[src/rtl/edc_pkg.sv]
package edc_pkg;
    typedef enum logic {
        MODE_HUNT   = 1'b0,
        MODE_LOCKED = 1'b1
    } edc_mode_e;
endpackage

[src/rtl/edc_frame_window.sv]
module edc_frame_window #(
    parameter int DATA_W = 10
) (
    input  logic              clk,
    input  logic              rst_n,
    input  logic              pwrdn,
    input  logic              bit_en,
    input  logic              bit_in,
    output logic              frame_ok,
    output logic [DATA_W-1:0] payload
);
    localparam int SLOTS = DATA_W + 2;

    typedef struct packed {
        logic [SLOTS-1:0] sh;
    } win_st_t;

    win_st_t st_d, st_q;
    logic [SLOTS-1:0] win;

    // Newest bit enters at the top; the oldest (start marker) sits at bit 0.
    always_comb begin
        win      = {bit_in, st_q.sh[SLOTS-1:1]};
        frame_ok = win[0] & ~win[SLOTS-1];
        payload  = win[SLOTS-2:1];
        st_d     = st_q;
        if (pwrdn) begin
            st_d = '0;
        end else if (bit_en) begin
            st_d.sh = win;
        end
    end

    always_ff @(posedge clk or negedge rst_n) begin
        if (!rst_n) begin
            st_q <= '0;
        end else begin
            st_q <= st_d;
        end
    end

    // no bit enters the window without an enable
    p_window_hold_r1: assert property (@(posedge clk) disable iff (!rst_n)
        (!bit_en && !pwrdn) |=> $stable(st_q.sh));
endmodule

[src/rtl/edc_align_fsm.sv]
module edc_align_fsm
    import edc_pkg::*;
#(
    parameter int DATA_W      = 10,
    parameter int GOOD_FRAMES = 4,
    parameter int BAD_FRAMES  = 4
) (
    input  logic              clk,
    input  logic              rst_n,
    input  logic              pwrdn,
    input  logic              bit_en,
    input  logic              frame_ok,
    input  logic [DATA_W-1:0] payload,
    output logic              lock,
    output logic              stb,
    output logic [DATA_W-1:0] word
);
    localparam int SLOTS = DATA_W + 2;
    localparam int PH_W  = $clog2(SLOTS);
    localparam int GC_W  = $clog2(GOOD_FRAMES + 1);
    localparam int BC_W  = $clog2(BAD_FRAMES + 1);
    localparam logic [PH_W-1:0] PH_LAST = PH_W'(SLOTS - 1);

    typedef struct packed {
        edc_mode_e         mode;
        logic [PH_W-1:0]   phase;
        logic [GC_W-1:0]   good_cnt;
        logic [BC_W-1:0]   bad_cnt;
        logic              stb;
        logic [DATA_W-1:0] word;
    } align_st_t;

    align_st_t st_d, st_q;
    logic      frame_end;

    always_comb begin
        st_d      = st_q;
        st_d.stb  = 1'b0;
        frame_end = bit_en && (st_q.phase == PH_LAST);
        if (pwrdn) begin
            st_d = '0;
        end else if (bit_en && !frame_end) begin
            st_d.phase = st_q.phase + PH_W'(1);
        end else if (frame_end) begin
            if (st_q.mode == MODE_HUNT) begin
                if (frame_ok) begin
                    st_d.phase = '0;
                    if (st_q.good_cnt == GC_W'(GOOD_FRAMES - 1)) begin
                        st_d.mode     = MODE_LOCKED;
                        st_d.good_cnt = '0;
                        st_d.bad_cnt  = '0;
                    end else begin
                        st_d.good_cnt = st_q.good_cnt + GC_W'(1);
                    end
                end else begin
                    // slip: stay on the last slot so the next bit is judged
                    st_d.good_cnt = '0;
                end
            end else begin
                if (frame_ok) begin
                    st_d.phase   = '0;
                    st_d.bad_cnt = '0;
                    st_d.stb     = 1'b1;
                    st_d.word    = payload;
                end else if (st_q.bad_cnt == BC_W'(BAD_FRAMES - 1)) begin
                    st_d.mode     = MODE_HUNT;
                    st_d.bad_cnt  = '0;
                    st_d.good_cnt = '0;
                end else begin
                    st_d.phase   = '0;
                    st_d.bad_cnt = st_q.bad_cnt + BC_W'(1);
                end
            end
        end
    end

    always_ff @(posedge clk or negedge rst_n) begin
        if (!rst_n) begin
            st_q <= '0;
        end else begin
            st_q <= st_d;
        end
    end

    assign lock = (st_q.mode == MODE_LOCKED);
    assign stb  = st_q.stb;
    assign word = st_q.word;

    p_phase_range_r2: assert property (@(posedge clk) disable iff (!rst_n)
        st_q.phase <= PH_LAST);
    p_phase_hold_r1: assert property (@(posedge clk) disable iff (!rst_n)
        (!bit_en && !pwrdn) |=> ($stable(st_q.phase) && !st_q.stb));
    p_lock_on_bit_r3: assert property (@(posedge clk) disable iff (!rst_n)
        $rose(lock) |-> $past(bit_en));
    p_strobe_locked_r4: assert property (@(posedge clk) disable iff (!rst_n)
        st_q.stb |-> (lock && $past(lock)));
    p_strobe_single_r4: assert property (@(posedge clk) disable iff (!rst_n)
        st_q.stb |=> !st_q.stb);
    p_bad_count_range_r5: assert property (@(posedge clk) disable iff (!rst_n)
        st_q.bad_cnt < BC_W'(BAD_FRAMES));
    p_pwrdn_clears_r8: assert property (@(posedge clk) disable iff (!rst_n)
        pwrdn |=> (!lock && !st_q.stb && st_q.word == '0));
endmodule

[src/rtl/edc_lock_timer.sv]
module edc_lock_timer #(
    parameter int SLOTS          = 12,
    parameter int TIMEOUT_FRAMES = 1024
) (
    input  logic clk,
    input  logic rst_n,
    input  logic pwrdn,
    input  logic bit_en,
    input  logic lock,
    output logic timeout
);
    localparam int LIMIT = TIMEOUT_FRAMES * SLOTS;
    localparam int CW    = $clog2(LIMIT + 1);

    typedef struct packed {
        logic [CW-1:0] cnt;
        logic          flag;
    } tmr_st_t;

    tmr_st_t st_d, st_q;

    always_comb begin
        st_d = st_q;
        if (pwrdn || lock) begin
            st_d = '0;
        end else if (bit_en && !st_q.flag) begin
            st_d.cnt  = st_q.cnt + CW'(1);
            st_d.flag = (st_d.cnt == CW'(LIMIT));
        end
    end

    always_ff @(posedge clk or negedge rst_n) begin
        if (!rst_n) begin
            st_q <= '0;
        end else begin
            st_q <= st_d;
        end
    end

    assign timeout = st_q.flag;

    p_timer_idle_locked_r9: assert property (@(posedge clk) disable iff (!rst_n)
        lock |=> (st_q.cnt == '0 && !st_q.flag));
    p_flag_sticky_r9: assert property (@(posedge clk) disable iff (!rst_n)
        (st_q.flag && !lock && !pwrdn) |=> st_q.flag);
endmodule

[src/rtl/edc_lock_detector.sv]
module edc_lock_detector #(
    parameter int DATA_W         = 10,
    parameter int GOOD_FRAMES    = 4,
    parameter int BAD_FRAMES     = 4,
    parameter int TIMEOUT_FRAMES = 1024
) (
    input  logic              clk,
    input  logic              rst_n,
    input  logic              bit_in,
    input  logic              bit_en,
    input  logic              rx_en,
    input  logic              pwrdn,
    output logic [DATA_W-1:0] data_out,
    output logic              word_stb,
    output logic              lock,
    output logic              timeout
);
    localparam int SLOTS = DATA_W + 2;

    logic              frame_ok;
    logic [DATA_W-1:0] payload;
    logic              stb_raw;
    logic [DATA_W-1:0] word_raw;

    edc_frame_window #(.DATA_W(DATA_W)) win_i (
        .clk      (clk),
        .rst_n    (rst_n),
        .pwrdn    (pwrdn),
        .bit_en   (bit_en),
        .bit_in   (bit_in),
        .frame_ok (frame_ok),
        .payload  (payload)
    );

    edc_align_fsm #(
        .DATA_W      (DATA_W),
        .GOOD_FRAMES (GOOD_FRAMES),
        .BAD_FRAMES  (BAD_FRAMES)
    ) fsm_i (
        .clk      (clk),
        .rst_n    (rst_n),
        .pwrdn    (pwrdn),
        .bit_en   (bit_en),
        .frame_ok (frame_ok),
        .payload  (payload),
        .lock     (lock),
        .stb      (stb_raw),
        .word     (word_raw)
    );

    edc_lock_timer #(
        .SLOTS          (SLOTS),
        .TIMEOUT_FRAMES (TIMEOUT_FRAMES)
    ) tmr_i (
        .clk     (clk),
        .rst_n   (rst_n),
        .pwrdn   (pwrdn),
        .bit_en  (bit_en),
        .lock    (lock),
        .timeout (timeout)
    );

    // Output blanking models a released parallel bus.
    assign word_stb = stb_raw & rx_en;
    assign data_out = rx_en ? word_raw : '0;

    p_steady_lock_no_timeout_r9: assert property (@(posedge clk) disable iff (!rst_n)
        (lock && $past(lock)) |-> !timeout);
endmodule

[config.mk]
export PLATFORM = sky130hd
export DESIGN_NAME = edc_lock_detector
export DESIGN_NICKNAME = d
export VERILOG_FILES = /design/src/rtl/edc_pkg.sv /design/src/rtl/edc_frame_window.sv /design/src/rtl/edc_align_fsm.sv /design/src/rtl/edc_lock_timer.sv /design/src/rtl/edc_lock_detector.sv
export SDC_FILE = /design/constraint.sdc
export NUM_CORES = 1
export LEC_CHECK = 0
export ABC_AREA = 1
export BUFFER_PORTS_ARGS = -buffer_cell sky130_fd_sc_hd__buf_2
export CORE_AREA = 2 2 73 75
export CTS_CLUSTER_SIZE = 16
export DETAILED_ROUTE_END_ITERATION = 6
export DIE_AREA = 0 0 75 77
export GPL_ROUTABILITY_DRIVEN = 0
export HOLD_SLACK_MARGIN = 0.03
export PLACE_DENSITY = 0.75
export SYNTH_ARGS = -nofsm -noshare
export SYNTH_HDL_FRONTEND = slang
export SYNTH_SLANG_ARGS = --single-unit
[constraint.sdc]
create_clock -name clk -period 2.7 [get_ports clk]
set_input_delay 0.54 -clock clk [delete_from_list [all_inputs] [get_ports clk]]
set_output_delay 0.54 -clock clk [all_outputs]
set_load 0.01 [all_outputs]
==> impl_metrics.yaml, run 1 <==
timing:
  worst_pin_slew_ns: 0.453
  period_minus_slack_ns: 1.72
  rsz0062_at_grt: "no"
  hold_violations: 0
  finalSetupTns_ns: 0
  finalSetupViolCount: 0
  fmax_ghz: 0.582
  period_share: 0.636
  max-slew-margin-rel: 0.698
  fin_skew_ns: 0.00879
  drv_slew: 0
  worst_slack_ns: 0.982
clocking:
  clock_sinks: 48
  clock-root-buffer: "clkbuf_8"
  htreeDepth: 2
  cts_setup_buffers: 0
  cts_resized: 0
  clock_path_buffers: 2
  cts_buffers: 5
  tritoncts: "done"
  hold_buffers: 0
  clk_latency_ns: 0.31
  path_clk_slew_ns: 0.09
floorplan:
  die_w_um: 75
  core_area_um2: 4980
  start_util: 0.490
  fp-row-count: 26
  die-area_um2: 5780
  pin_count: 19
  fp.dieH_um: 77
synthesis:
  ys_top_cells_by_area: "dfrtp_1, nand2_1, inv_1, o22ai_1, nand3_1"
  synth_seq_cells: 48
  synth_cell_type_count: 28
  yosys-top-cells-count: "nand2_1, inv_1, dfrtp_1"
  synth-async-reset-ratio: 1.00
  synth-main-ff-cell: "dfrtp_1"
  synth_area_per_cell_um2: 8.00
  syn_inst: 305
  synthesis.nets: 315
  synth.most_common_cell: "nand2_1"
  yosys_warnings: 0
  yosysTopAreaCell: "dfrtp_1"
  synth_top_area_share: 0.492
  synth_edf_count: 0
  yosysSeqAreaShare: 0.492
  synth_area_um2: 2440
critical_path:
  cp-end-kind: "flop"
  cpPeakStageDelay_ns: 0.40
  rr_startpoint: "fsm_i.st_q[17]"
  path_common_cell: "nand2_1"
  required_ns: 2.92
  crit_start: "fsm_i.st_q[17]"
  worstSetupStartpointType: "flop"
  path_class: "flop to flop"
  r2r_end: "fsm_i.word[0]"
  crit_chain: "ha_1 -> nand2_1 -> nor2_2 -> nand2_1 -> inv_1 -> nand2_1 -> inv_1 -> nand2_1 -> o22ai_1"
  reg2regPathDepth: 9
  crit_end: "fsm_i.word[0]"
  r2r_slack_ns: 0.98
  cp_max_fo: 11
  cp.arrival_ns: 1.94
  slowest_stage: "dfrtp_1"
cells_and_area:
  postLayoutCellArea_um2: 2720
  final_nets: 337
  final_util: 0.547
  n_fill_cell: 455
  final_cells: 398
  area_growth_pct: 11.5
  antenna_cells: 0
  drive_gt1_frac: 0.125
placement:
  post-place-cells: 390
  placed_area_um2: 2610
  numPortBuffers: 18
  pre_cts_slack_ns: 0.916
  dp_hpwl_um: 3500
detailed_routing:
  route.vias.total: 2019
  drt_iter0_markers: 172
  totalWireLength_um: 4820
  wl_per_cell_um: 12.1
  drc: 0
  viasPerCell: 5.07
  dr.pass1.iters: 4
  ant_nets: 0
power:
  power_frac_comb: 0.054
  cellPowerDensity_nw_per_um2: 492
  leakage_nw: 1.38
  ir_drop_uv: 313
  p_int_w: 0.00102
  pwr-share-clk: 0.400
  power_frac_seq: 0.547
  power_switching_w: 0.000316
  p_sw_frac: 0.236
worst_hold_path:
  hold_class: "input pin to asynchronous set/reset pin"
outcome:
  outcome: "completed"
grt:
  grt_pass1_wl_um: 8770
  grt.overflow.total: 0
  grt_max_degree: 27
  grtUsageTotal: 0.193
  antenna_found_initial: 0
  grt_pass1_vias: 2024
run:
  cap_violations: 0
critical path: cells and delay by family (launching register included):
kind,cells,cell delay [ns]
compound gates,1,0.25
flops,1,0.40
fa+ha+maj,1,0.21
buf+inv,2,0.18
simple gates,5,0.59
routing by layer:
layer	up-vias	track usage	wire, um
met2	41	0.310	2360
met1	951	0.253	2210
met3	9	0.0394	173
met5	-	0	0
li1	1018	-	-
met4	0	0.0696	82
power groups by stage:
stage          sequential, W  clock (W)  combinational (W)
2_1_floorplan       0.000745          0          0.0000417
3_3_place_gp        0.000746          0          0.0000714
3_5_place_dp        0.000746          0          0.0000731
4_1_cts             0.000732   0.000545          0.0000736
5_1_grt             0.000733   0.000573          0.0000842
6_report            0.000732   0.000535          0.0000723
through the flow:
step,hold WS [ns],power (W)
after floorplan,0.244,0.000787
after global placement,0.474,0.000817
after detailed placement,0.486,0.000819
after CTS,0.207,0.00135
after global routing,0.227,0.00139
final,0.206,0.00134
state kept, by name (all words and copies together), names as in the netlist:
register,cells
tmr_i.st_q,14
fsm_i.word,10
tmr_i.timeout,1
fsm_i.lock,1
fsm_i.stb,1
fsm_i.st_q,10
win_i.st_q,11
placed cells by master, fill, tap and decap left out:
master      synthesis  layout
nor2_2              4       4
nor3_1              2       2
nand3_2             1       1
inv_2               1       1
buf_4               0       2
xor2_1              2       2
nand2_4             1       1
ha_1                4       4
o2111ai_1           1       1
inv_1              63      63
o22ai_1            26      26
clkbuf_8            0       5
nand3_1            20      20
o21a_1              1       1
clkinvlp_4          0       1
nand4_1             5       5
xnor2_1             1       1
a21boi_0            1       1
inv_6               0       1
nand2_1            76      76
o21bai_2            1       1
nor4_1              1       1
nand2_2             1       1
nor2_1             16      16
nor3b_4             1       1
buf_2               1      18
dfrtp_1            48      48
o21ai_0            18      18
bufinv_16           0       1
a21oi_1             2       2
nor2_4              3       3
cell families (layout without fill, tap and decap cells):
| group | after synthesis | count (layout) | share of synthesized area |
|---|---|---|---|
| AND/OR/NAND/NOR | 131 | 131 | 0.245 |
| buffers and inverters | 69 | 92 | 0.110 |
| AO/OA/AOI/OAI | 50 | 50 | 0.122 |
| flip-flops | 48 | 48 | 0.492 |
| adder cells (fa/ha/maj) | 4 | 4 | 0.0205 |
| XOR/XNOR | 3 | 3 | 0.0108 |
how the worst min path moves through the flow:
| stage | startpoint | end | slack [ns] | cells after the start |
|---|---|---|---|---|
| 2_1_floorplan | rst_n | fsm_i.lock | 0.24 | 0 |
| 3_3_place_gp | fsm_i.st_q[15] | fsm_i.st_q[15] | 0.47 | 2 |
| 3_5_place_dp | fsm_i.st_q[15] | fsm_i.st_q[15] | 0.49 | 2 |
| 4_1_cts | rst_n | win_i.st_q[3] | 0.21 | 2 |
| 5_1_grt | rst_n | win_i.st_q[4] | 0.23 | 2 |
| 6_report | rst_n | fsm_i.st_q[15] | 0.21 | 2 |
final cells by class:
| type | instances | area [um2] | share of cell area |
|---|---|---|---|
| clock buffer | 5 | 68.8 | 0.0253 |
| sequential | 48 | 1200 | 0.441 |
| clock inverter | 3 | 46.3 | 0.0170 |
| timing repair buffer | 20 | 105 | 0.0386 |
| inverter | 64 | 240 | 0.0883 |
| multi-input combinational | 188 | 972 | 0.357 |
| tap | 70 | 87.6 | 0.0322 |
No activity file was read; power rests on OpenSTA's default activity.
==> inputs of run 2 (changes only) <==
Settings changed: PLACE_DENSITY 0.75 to 0.78.
Clock period 2.7 ns to 1.5 ns, I/O delays scaled along.
==> impl_metrics.yaml, run 2 (synthesis gave the netlist of run 1 again) <==
critical_path:
  path_class: "flop to flop"
  reg2regPathDepth: 9
  path_common_cell: "nand2_2"
  crit_chain: "buf_6 -> nand2_2 -> nor2_4 -> nand2_2 -> nand2_2 -> nand3_2 -> nor2_1 -> nand3_1 -> o21bai_2"
  r2r_slack_ns: 0.01
  slowest_stage: "dfrtp_1"
  cp_max_fo: 7
  worst-path-stages: 9
  cp_num_buf_inv: 1
  cpPeakStageDelay_ns: 0.43
  rr_startpoint: "tmr_i.st_q[2]"
  required_ns: 1.74
  worstSetupStartpointType: "flop"
  cp-end-kind: "flop"
  cp.arrival_ns: 1.72
  r2r_end: "tmr_i.timeout"
  cp_top_family: "simple AND/OR/NAND/NOR gates"
detailed_routing:
  ant_nets: 0
  route.vias.total: 2101
  drt_iter0_markers: 183
  drc: 0
  dr.pass1.iters: 4
  viasPerCell: 5.15
  wl_per_cell_um: 12.8
  totalWireLength_um: 5230
clocking:
  clock_path_buffers: 2
  clock_sinks: 48
  clock-root-buffer: "clkbuf_8"
  htreeDepth: 2
  path_clk_slew_ns: 0.10
  tritoncts: "done"
  clk_latency_ns: 0.31
  cts_buffers: 5
timing:
  whs_ns: 0.282
  hold_violations: 0
  period_share: 0.990
  finalSetupViolCount: 0
  finalSetupTns_ns: 0
  period_minus_slack_ns: 1.49
  worst_pin_slew_ns: 0.382
  fin_skew_ns: 0.00946
  drv_slew: 0
  rsz0062_at_grt: "yes"
  max-slew-margin-rel: 0.745
  worst_slack_ns: 0.0145
  fmax_ghz: 0.673
worst_hold_path:
  min_to: "win_i.st_q[11]"
  holdPathStages: 3
  min_from: "bit_in"
  hold_class: "input pin to flop"
floorplan:
  die-area_um2: 5780
  core_area_um2: 4980
  pin_count: 19
  fp.dieH_um: 77
  start_util: 0.490
  fp-row-count: 26
  die_w_um: 75
cells_and_area:
  final_cell_mix: "nand2_1, inv_1, dfrtp_1"
  drive_gt1_frac: 0.210
  area_growth_pct: 20.1
  final_nets: 347
  n_fill_cell: 413
  largest_register_ffs: 14
  top_regs: "tmr_i.st_q: 14 flops, win_i.st_q: 11 flops"
  antenna_cells: 0
  layout_commonest_cell: "nand2_1"
  postLayoutCellArea_um2: 2930
  regMostFlops: "tmr_i.st_q"
power:
  power_frac_seq: 0.536
  leakage_nw: 1.48
  p_int_w: 0.00187
  power_switching_w: 0.000588
  p_sw_frac: 0.239
  pwr-share-clk: 0.394
  ir_drop_uv: 567
  power_frac_comb: 0.070
  cellPowerDensity_nw_per_um2: 839
placement:
  numPortBuffers: 18
  placed_area_um2: 2680
  dp_hpwl_um: 3540
  pre_cts_slack_ns: -0.140
grt:
  grt_pass1_wl_um: 8890
  grt_max_degree: 49
  grt_pass1_vias: 2047
  grtUsageTotal: 0.197
  antenna_found_initial: 0
  grt.overflow.total: 0
outcome:
  outcome: "completed"
run:
  cap_violations: 0
[run 2: changes by cell type in the layout (fill, tap and decap cells not counted), sizes merged]
cell | before | now
buf | 20 | 28
dlygate4sd3 | 0 | 1
nand2 | 78 | 79
[run 2: power by group through the flow]
stage	clock network, W	logic (W)	registers, W
5_1_grt	0.00106	0.000194	0.00132
6_report	0.000970	0.000172	0.00132
3_5_place_dp	0	0.000158	0.00134
4_1_cts	0.000989	0.000167	0.00132
3_3_place_gp	0	0.000155	0.00134
2_1_floorplan	0	0.0000751	0.00134
[run 2: area by class of cell]
| class | instances | area (um2) | area share |
|---|---|---|---|
| clock inverters | 3 | 46.3 | 0.0158 |
| inverters | 64 | 240 | 0.0819 |
| multi-input cells | 189 | 1080 | 0.369 |
| clock buffers | 5 | 68.8 | 0.0235 |
| flip-flops and latches | 48 | 1200 | 0.410 |
| repair buffers | 29 | 204 | 0.0695 |
| well taps | 70 | 87.6 | 0.0299 |
[run 2: per-stage QoR]
stage               std cells   util  power, W
detailed placement        397  0.539   0.00150
global placement          397  0.539   0.00150
floorplan                 305      -   0.00142
CTS                       407  0.571   0.00247
finish                    408  0.589   0.00246
global route              408  0.589   0.00257
[run 2: worst max-delay path by stage]
stage / from / endpoint / slack (ns)
floorplan: fsm_i.st_q[17] / fsm_i.word[0] / 0.09
global placement: fsm_i.st_q[18] / fsm_i.word[7] / -0.03
detailed placement: fsm_i.st_q[18] / fsm_i.word[4] / -0.14
CTS: fsm_i.st_q[17] / fsm_i.word[4] / 0.01
global route: fsm_i.st_q[17] / fsm_i.word[2] / -0.07
finish: tmr_i.st_q[2] / tmr_i.timeout / 0.01
[run 2: what timing repair did]
item,4_1_cts,5_1_grt
hold buffers,1,0
gates cloned,0,1
endpoints found under the hold margin,48,0
pin swaps,1,9
resized for setup,6,27
endpoints found under the setup margin,13,21
buffers inserted,1,0
[run 2: worst reg2reg max path, delay by kind of cell (launching register included)]
kind	cells	cell delay [ns]
buffers and inverters	1	0.13
AOI/OAI and AO/OA	1	0.11
and+or+nand+nor	7	0.75
DFF	1	0.43
[run 2: routing by layer]
| layer | part of all wire | global-route usage | routed length [um] |
|---|---|---|---|
| met4 | 0.021 | 0.0893 | 112 |
| met1 | 0.44 | 0.273 | 2300 |
| met5 | 0 | 0 | 0 |
| met2 | 0.49 | 0.293 | 2590 |
| met3 | 0.044 | 0.0434 | 231 |
